## config.mk

```make
export PLATFORM = sky130hd
export DESIGN_NAME = divsub_top
export DESIGN_NICKNAME = d
export VERILOG_FILES = /design/src/rtl/divsub_pkg.sv /design/src/rtl/divsub_exit_detect.sv /design/src/rtl/divsub_datapath.sv /design/src/rtl/divsub_ctrl.sv /design/src/rtl/divsub_top.sv
export SDC_FILE = /design/constraint.sdc
export NUM_CORES = 1
export LEC_CHECK = 0
export BUFFER_PORTS_ARGS = -buffer_cell sky130_fd_sc_hd__buf_2
export CAP_MARGIN = 20
export CORE_AREA = 2 2 93 77
export DETAILED_ROUTE_END_ITERATION = 16
export DIE_AREA = 0 0 95 79
export GPL_TIMING_DRIVEN = 1
export PLACE_DENSITY_LB_ADDON = 0.1
export SETUP_SLACK_MARGIN = 0.3
export SLEW_MARGIN = 20
export SYNTH_ARGS = -nofsm -noshare
export SYNTH_HDL_FRONTEND = slang
export SYNTH_SLANG_ARGS = --single-unit
```

## constraint.sdc

```tcl
create_clock -name clk -period 2.5 [get_ports clk]
set_input_delay 0.25 -clock clk [delete_from_list [all_inputs] [get_ports clk]]
set_output_delay 0.25 -clock clk [all_outputs]
set_load 0.02 [all_outputs]
```

## src/rtl/divsub_pkg.sv

```systemverilog
// Package: shared types for the repeated-subtraction divider.
// Assumes: nothing beyond IEEE 1800-2017.
package divsub_pkg;

    // Controller state: waiting for a start, or running the subtract loop.
    typedef enum logic [0:0] {
        ST_IDLE = 1'b0,
        ST_RUN  = 1'b1
    } div_state_e;

endpackage

```

## src/rtl/divsub_exit_detect.sv

```systemverilog
// Module: divsub_exit_detect
// Combinational loop-exit unit. It sees the registered divisor and the
// running remainder and produces three things:
//   - the difference remainder - divisor, for the next subtraction;
//   - zero_o, raised when the divisor is all zeros (divide overflow);
//   - exit_o, raised when the loop must stop (zero divisor, or a
//     remainder that has dropped below the divisor).
// Assumes: both operands are unsigned and WIDTH bits wide.
module divsub_exit_detect #(
    parameter int WIDTH = 16
) (
    input  logic [WIDTH-1:0] rem_i,
    input  logic [WIDTH-1:0] dvs_i,
    output logic [WIDTH-1:0] diff_o,
    output logic             zero_o,
    output logic             exit_o
);

    localparam int EXT = WIDTH + 1;

    logic [EXT-1:0] wide_diff;
    logic           borrow;

    // Subtract with one extra bit; the borrow out means remainder < divisor.
    always_comb begin
        wide_diff = {1'b0, rem_i} - {1'b0, dvs_i};
        borrow    = wide_diff[EXT-1];
        diff_o    = wide_diff[WIDTH-1:0];
    end

    // Zero detect on the divisor; it is also the first loop-exit reason.
    always_comb begin
        zero_o = ~|dvs_i;
        exit_o = zero_o | borrow;
    end

endmodule

```

## src/rtl/divsub_datapath.sv

```systemverilog
// Module: divsub_datapath
// Holds the divisor, the running remainder and the quotient counter.
// load_i captures the operands and clears the quotient. step_i does one
// subtraction and one quotient increment. clr_i zeroes both results when
// a zero divisor is found.
// Assumes: the controller asserts at most one of load_i, step_i, clr_i in
// any cycle; the difference comes from the exit-detect unit.
module divsub_datapath #(
    parameter int WIDTH = 16
) (
    input  logic             clk,
    input  logic             rst_n,
    input  logic             load_i,
    input  logic             step_i,
    input  logic             clr_i,
    input  logic [WIDTH-1:0] dividend_i,
    input  logic [WIDTH-1:0] divisor_i,
    input  logic [WIDTH-1:0] diff_i,
    output logic [WIDTH-1:0] rem_o,
    output logic [WIDTH-1:0] dvs_o,
    output logic [WIDTH-1:0] quo_o
);

    localparam logic [WIDTH-1:0] ZERO = '0;
    localparam logic [WIDTH-1:0] ONE  = {{(WIDTH-1){1'b0}}, 1'b1};

    logic [WIDTH-1:0] rem_q;
    logic [WIDTH-1:0] dvs_q;
    logic [WIDTH-1:0] quo_q;

    // Divisor register: captured on load, otherwise held.
    always_ff @(posedge clk) begin
        if (!rst_n)      dvs_q <= ZERO;
        else if (load_i) dvs_q <= divisor_i;
    end

    // Remainder register: load dividend, subtract per step, clear on overflow.
    always_ff @(posedge clk) begin
        if (!rst_n)      rem_q <= ZERO;
        else if (load_i) rem_q <= dividend_i;
        else if (clr_i)  rem_q <= ZERO;
        else if (step_i) rem_q <= diff_i;
    end

    // Quotient counter: cleared on load and overflow, incremented per step.
    always_ff @(posedge clk) begin
        if (!rst_n)               quo_q <= ZERO;
        else if (load_i || clr_i) quo_q <= ZERO;
        else if (step_i)          quo_q <= quo_q + ONE;
    end

    assign rem_o = rem_q;
    assign dvs_o = dvs_q;
    assign quo_o = quo_q;

    // every step adds exactly one to the quotient.
    assert_quo_step_R2: assert property (@(posedge clk) disable iff (!rst_n)
        (step_i && !load_i && !clr_i) |=> (quo_q == $past(quo_q) + ONE));

    // every step takes exactly one divisor off the remainder.
    assert_rem_step_R2: assert property (@(posedge clk) disable iff (!rst_n)
        (step_i && !load_i && !clr_i) |=> (rem_q == $past(rem_q) - $past(dvs_q)));

    // an overflow exit leaves both results at zero.
    assert_clr_zero_R3: assert property (@(posedge clk) disable iff (!rst_n)
        (clr_i && !load_i) |=> (rem_q == ZERO && quo_q == ZERO));

    // with no command the divisor and results hold.
    assert_idle_hold_R7: assert property (@(posedge clk) disable iff (!rst_n)
        (!load_i && !step_i && !clr_i) |=> ($stable(rem_q) && $stable(quo_q) && $stable(dvs_q)));

endmodule

```

## src/rtl/divsub_ctrl.sv

```systemverilog
// Module: divsub_ctrl
// Two-state sequencer for the divider. In idle it accepts start and
// orders an operand load. In run it orders one subtraction per cycle
// until the exit-detect unit reports an exit. Then it sets done, and
// sets overflow if the exit came from a zero divisor. Start is not looked
// at during run.
// Assumes: exit_i and zero_i come straight from the exit-detect unit.
module divsub_ctrl (
    input  logic clk,
    input  logic rst_n,
    input  logic start_i,
    input  logic exit_i,
    input  logic zero_i,
    output logic load_o,
    output logic step_o,
    output logic clr_o,
    output logic busy_o,
    output logic done_o,
    output logic ovf_o
);

    import divsub_pkg::*;

    div_state_e state_q;
    div_state_e state_d;
    logic       done_q;
    logic       ovf_q;

    // Command decode and next state for the current cycle.
    always_comb begin
        state_d = state_q;
        load_o  = 1'b0;
        step_o  = 1'b0;
        clr_o   = 1'b0;
        unique case (state_q)
            ST_IDLE: begin
                if (start_i) begin
                    load_o  = 1'b1;
                    state_d = ST_RUN;
                end
            end
            ST_RUN: begin
                if (exit_i) begin
                    clr_o   = zero_i;
                    state_d = ST_IDLE;
                end else begin
                    step_o  = 1'b1;
                end
            end
            default: state_d = ST_IDLE;
        endcase
    end

    // State register.
    always_ff @(posedge clk) begin
        if (!rst_n) state_q <= ST_IDLE;
        else        state_q <= state_d;
    end

    // Done and overflow flags: cleared by a load, set on loop exit.
    always_ff @(posedge clk) begin
        if (!rst_n) begin
            done_q <= 1'b0;
            ovf_q  <= 1'b0;
        end else if (load_o) begin
            done_q <= 1'b0;
            ovf_q  <= 1'b0;
        end else if (state_q == ST_RUN && exit_i) begin
            done_q <= 1'b1;
            ovf_q  <= zero_i;
        end
    end

    assign busy_o = (state_q == ST_RUN);
    assign done_o = done_q;
    assign ovf_o  = ovf_q;

    // a start during a run that has not ended leaves it running, not done.
    assert_start_ignored_R6: assert property (@(posedge clk) disable iff (!rst_n)
        (busy_o && start_i && !exit_i) |=> (busy_o && !done_o));

    // loop exit is followed by done in the next cycle.
    assert_done_after_exit_R4: assert property (@(posedge clk) disable iff (!rst_n)
        (busy_o && exit_i) |=> (done_o && !busy_o));

    // an accepted start clears both flags.
    assert_start_clears_R8: assert property (@(posedge clk) disable iff (!rst_n)
        (!busy_o && start_i) |=> (!done_o && !ovf_o && busy_o));

    // overflow is only ever reported together with done.
    assert_ovf_with_done_R3: assert property (@(posedge clk) disable iff (!rst_n)
        ovf_o |-> done_o);

endmodule

```

## src/rtl/divsub_top.sv

```systemverilog
// Module: divsub_top
// Repeated-subtraction unsigned divider. A start loads the operands, and
// then the divisor is taken off the remainder once per clock while the
// quotient counts up. The run ends when the remainder falls below the
// divisor, or at once on a zero divisor (overflow). Results and flags
// hold until the next accepted start.
// Assumes: synchronous active-low reset; operands are unsigned.
module divsub_top #(
    parameter int WIDTH = 16
) (
    input  logic             clk,
    input  logic             rst_n,
    input  logic             start_i,
    input  logic [WIDTH-1:0] dividend_i,
    input  logic [WIDTH-1:0] divisor_i,
    output logic [WIDTH-1:0] quotient_o,
    output logic [WIDTH-1:0] remainder_o,
    output logic             done_o,
    output logic             overflow_o
);

    logic [WIDTH-1:0] rem_w;
    logic [WIDTH-1:0] dvs_w;
    logic [WIDTH-1:0] quo_w;
    logic [WIDTH-1:0] diff_w;
    logic             zero_w;
    logic             exit_w;
    logic             load_w;
    logic             step_w;
    logic             clr_w;
    logic             busy_w;

    // Exit detect: zero divisor and remainder-below-divisor.
    divsub_exit_detect #(.WIDTH(WIDTH)) u_exit (
        .rem_i  (rem_w),
        .dvs_i  (dvs_w),
        .diff_o (diff_w),
        .zero_o (zero_w),
        .exit_o (exit_w)
    );

    // Operand and result registers.
    divsub_datapath #(.WIDTH(WIDTH)) u_dp (
        .clk        (clk),
        .rst_n      (rst_n),
        .load_i     (load_w),
        .step_i     (step_w),
        .clr_i      (clr_w),
        .dividend_i (dividend_i),
        .divisor_i  (divisor_i),
        .diff_i     (diff_w),
        .rem_o      (rem_w),
        .dvs_o      (dvs_w),
        .quo_o      (quo_w)
    );

    // Sequencer.
    divsub_ctrl u_ctrl (
        .clk     (clk),
        .rst_n   (rst_n),
        .start_i (start_i),
        .exit_i  (exit_w),
        .zero_i  (zero_w),
        .load_o  (load_w),
        .step_o  (step_w),
        .clr_o   (clr_w),
        .busy_o  (busy_w),
        .done_o  (done_o),
        .ovf_o   (overflow_o)
    );

    assign quotient_o  = quo_w;
    assign remainder_o = rem_w;

    // a finished, non-overflow result has remainder below divisor.
    assert_rem_below_R9: assert property (@(posedge clk) disable iff (!rst_n)
        (done_o && !overflow_o) |-> (remainder_o < dvs_w));

    // with done high and no start, the outputs hold.
    assert_hold_R7: assert property (@(posedge clk) disable iff (!rst_n)
        (done_o && !start_i) |=> ($stable(quotient_o) && $stable(remainder_o)
                                  && done_o && $stable(overflow_o)));

    // overflow results are zero.
    assert_ovf_zero_R3: assert property (@(posedge clk) disable iff (!rst_n)
        overflow_o |-> (quotient_o == '0 && remainder_o == '0));

    // busy and done never both high.
    assert_busy_done_R6: assert property (@(posedge clk) disable iff (!rst_n)
        !(busy_w && done_o));

endmodule

```

==> flow_summary.ini <==
[worst_hold_path]
holdPathStages = 3
min_from = divisor_i[2]
min_path_type = primary input to flop

[synth]
ys_ff_latch = 51
ys_warn_count = 0
ys_async_sr_fraction_pct = 0
synth_cell_types = 56
synth_compound_area_share_pct = 27.1
ys_seq_area_share_pct = 32.1
synth.net_count = 459
avgSynthCellArea_um2 = 7.85
synth-main-ff-cell = dfxtp_1
synth.cell_area_um2 = 3190
synthMuxAreaShare_pct = 2.83
netlist_instances = 406
synth_top_family_by_area = compound AO/OA/AOI/OAI gates
synth_edf_count = 0
synth_fa_ha_area_share_pct = 7.31
synth_simple_gate_area_share_pct = 22.7
yosys.area_share.xor_xnor_pct = 1.65

[run]
cap_viol_max_count = 0

[status]
status = completed

[routing]
drt-total-wl_mm = 9.72
drtAntennaViolNets = 0
drtPass1Iterations = 5
wl_per_cell_um = 16.6
first_iter_violations = 169
via_per_inst = 5.83
dr_total_vias = 3406
drc = 0

[sta]
fin_crit_sh_pct = 94.5
rsz0062_at_grt = yes
worstMarginPinSlew_ps = 717
max_slew_margin_pct = 52.2
final-hold-violation-count = 0
fmax_mhz = 423
tns_ps = 0
fin_crit_ps = 2360
drv_slew = 0
fin_skew_ps = 5.27
whs_ps = 157
finalSetupViolations = 0

[grt]
grt_pass1_wl_mm = 15.2
grt_max_degree = 35
grt_usage_pct = 25.7
grt-ovfl-total = 0
grt_pass1_vias = 3078
antenna_found_initial = 0

[setup_path]
cp_max_fo = 8
cp_slowest_cell = dfxtp_4
cp-start-kind = flop
timing.critical_path.from = u_dp.rem_o[0]
worst-setup-path-type = flop to flop
max_stage_delay_ps = 370
worst_ep_arrival_time_ps = 2580
r2r_start = u_dp.rem_o[0]
crit_chain = inv_4, ha_4, inv_2, fa_2, a211o_1, nand4_2, and2_4, o211a_1, nor2_1, buf_6, a211oi_1
rr_worst_depth = 11
cp_top_family = compound AO/OA/AOI/OAI gates
worst-path-buf-inv = 3
cp.required_ps = 2720
endpoint_kind = flop
worst-path-stages = 11

[floorplan]
rows = 27
fp.dieW_um = 95
num_io_pins = 69
core_um2 = 6660
start_util_pct = 47.9
dieArea_um2 = 7510
die_h_um = 79

[finish]
antennaDiodeCount = 0
syn2layout_area_growth_pct = 32.3
nets = 549
final_cell_area_um2 = 4220
final_cell_count_no_fill = 584
final_layout_size_suffix_gt1_share_pct = 35.4

[clock_network]
clock-sinks = 51
path_clk_slew_ps = 100
clk_latency_ps = 310
cts_root_buf = clkbuf_8
clk_path_buf_depth = 2
cts-htree-levels = 2
cts_buffers = 5
cts_tree = yes

[placed_design]
io_buffers = 68
gp_congestion = 0.895
dpl_cell_area_um2 = 3790
numPlacedInstances = 564
dp_hpwl_mm = 6.72

[power]
p_leak_nw = 1.77
p_per_area_nw_per_um2 = 941
ir_drop_uv = 486
[power by group]
group	switching, mW	total [mW]	internal, mW
clock network	0.307	0.534	0.228
registers	0.116	1.04	0.925
logic	1.33	2.39	1.06
[Yosys cell counts (7+ instances only)]
library cell / n / area (µm²)
a211oi_1: 9 / 67.6
a21o_1: 7 / 52.6
a21oi_1: 46 / 230
and3_1: 8 / 50.1
clkbuf_1: 17 / 63.8
dfxtp_1: 51 / 1020
ha_1: 17 / 213
inv_1: 30 / 113
mux2i_1: 9 / 90.1
nand2_1: 55 / 206
nand3_1: 12 / 60.1
nand4_1: 8 / 50.1
nor2_1: 15 / 56.3
o21ai_0: 7 / 35.0
o21ai_1: 8 / 40.0
o31ai_1: 8 / 60.1
or4_1: 8 / 60.1
[logic make-up after synthesis]
| group | count (synthesis) |
|---|---|
| buf+inv | 51 |
| mux | 9 |
| xor+xnor | 6 |
| flops | 51 |
| simple gates | 142 |
| compound gates | 129 |
| fa+ha+maj | 18 |
[tightest hold or removal path, cell delays in order]
cell	delay, ps
buf_2	100
nand2_1	50
a21oi_1	50
[layer usage]
metal | wire length, µm | GRT usage (%)
met5 | 0 | 0
met4 | 74 | 4.35
met3 | 564 | 3.98
met2 | 4430 | 41.2
met1 | 4650 | 37.1
[timing repair]
item | CTS | global route
gates cloned | 1 | 0
setup endpoints to repair | 34 | 34
hold endpoints to repair | 0 | 0
pin swaps | 19 | 11
hold buffers | 0 | 0
resized for setup | 36 | 15
setup buffers | 10 | 1
[per-stage QoR]
| stage | power, mW | setup slack (ps) | utilization, % |
|---|---|---|---|
| after floorplan | 2.51 | 267 | - |
| after global placement | 3.00 | 126 | 56.9 |
| after detailed placement | 3.02 | 45.2 | 56.9 |
| after CTS | 3.84 | 251 | 62.1 |
| after global routing | 4.22 | 106 | 63.3 |
| final | 3.97 | 138 | 63.3 |
[cell type report]
type,instances,area [µm²]
multi-input cells,305,2240
clock inverters,2,15.0
clock buffers,6,82.6
flip-flops and latches,51,1040
inverters,30,115
well taps,87,109
repair buffers,103,611
fillers,586,2440
[sequential cells by signal, indices dropped and copies added (netlist names)]
| signal | flops |
|---|---|
| u_ctrl.busy_o | 1 |
| u_ctrl.done_o | 1 |
| u_ctrl.ovf_o | 1 |
| u_dp.dvs_o | 16 |
| u_dp.quo_o | 16 |
| u_dp.rem_o | 16 |
[final timing paths]
path	slack [ps]	endpoint
max	140	u_dp.rem_o[12]
min	160	u_dp.dvs_o[2]
max reg2reg	140	u_dp.rem_o[12]
min reg2reg	460	u_ctrl.done_o
[placed cells by master, fill, tap and decap left out, drive strengths merged, types with 4 or more instances in the layout]
cell    instances
buf           103
nand2          55
dfxtp          51
a21oi          46
inv            31
ha             17
nor2           16
o21ai          15
nand3          12
mux2i           9
nand4           9
a211oi          9
o31ai           8
and3            8
or4             8
a21o            7
clkbuf          6
and2            6
or2             5
or3             5
a221oi          5
o211a           4
a32oi           4
nor4            4
nor3            4
Power figures use the tool's default switching activity.
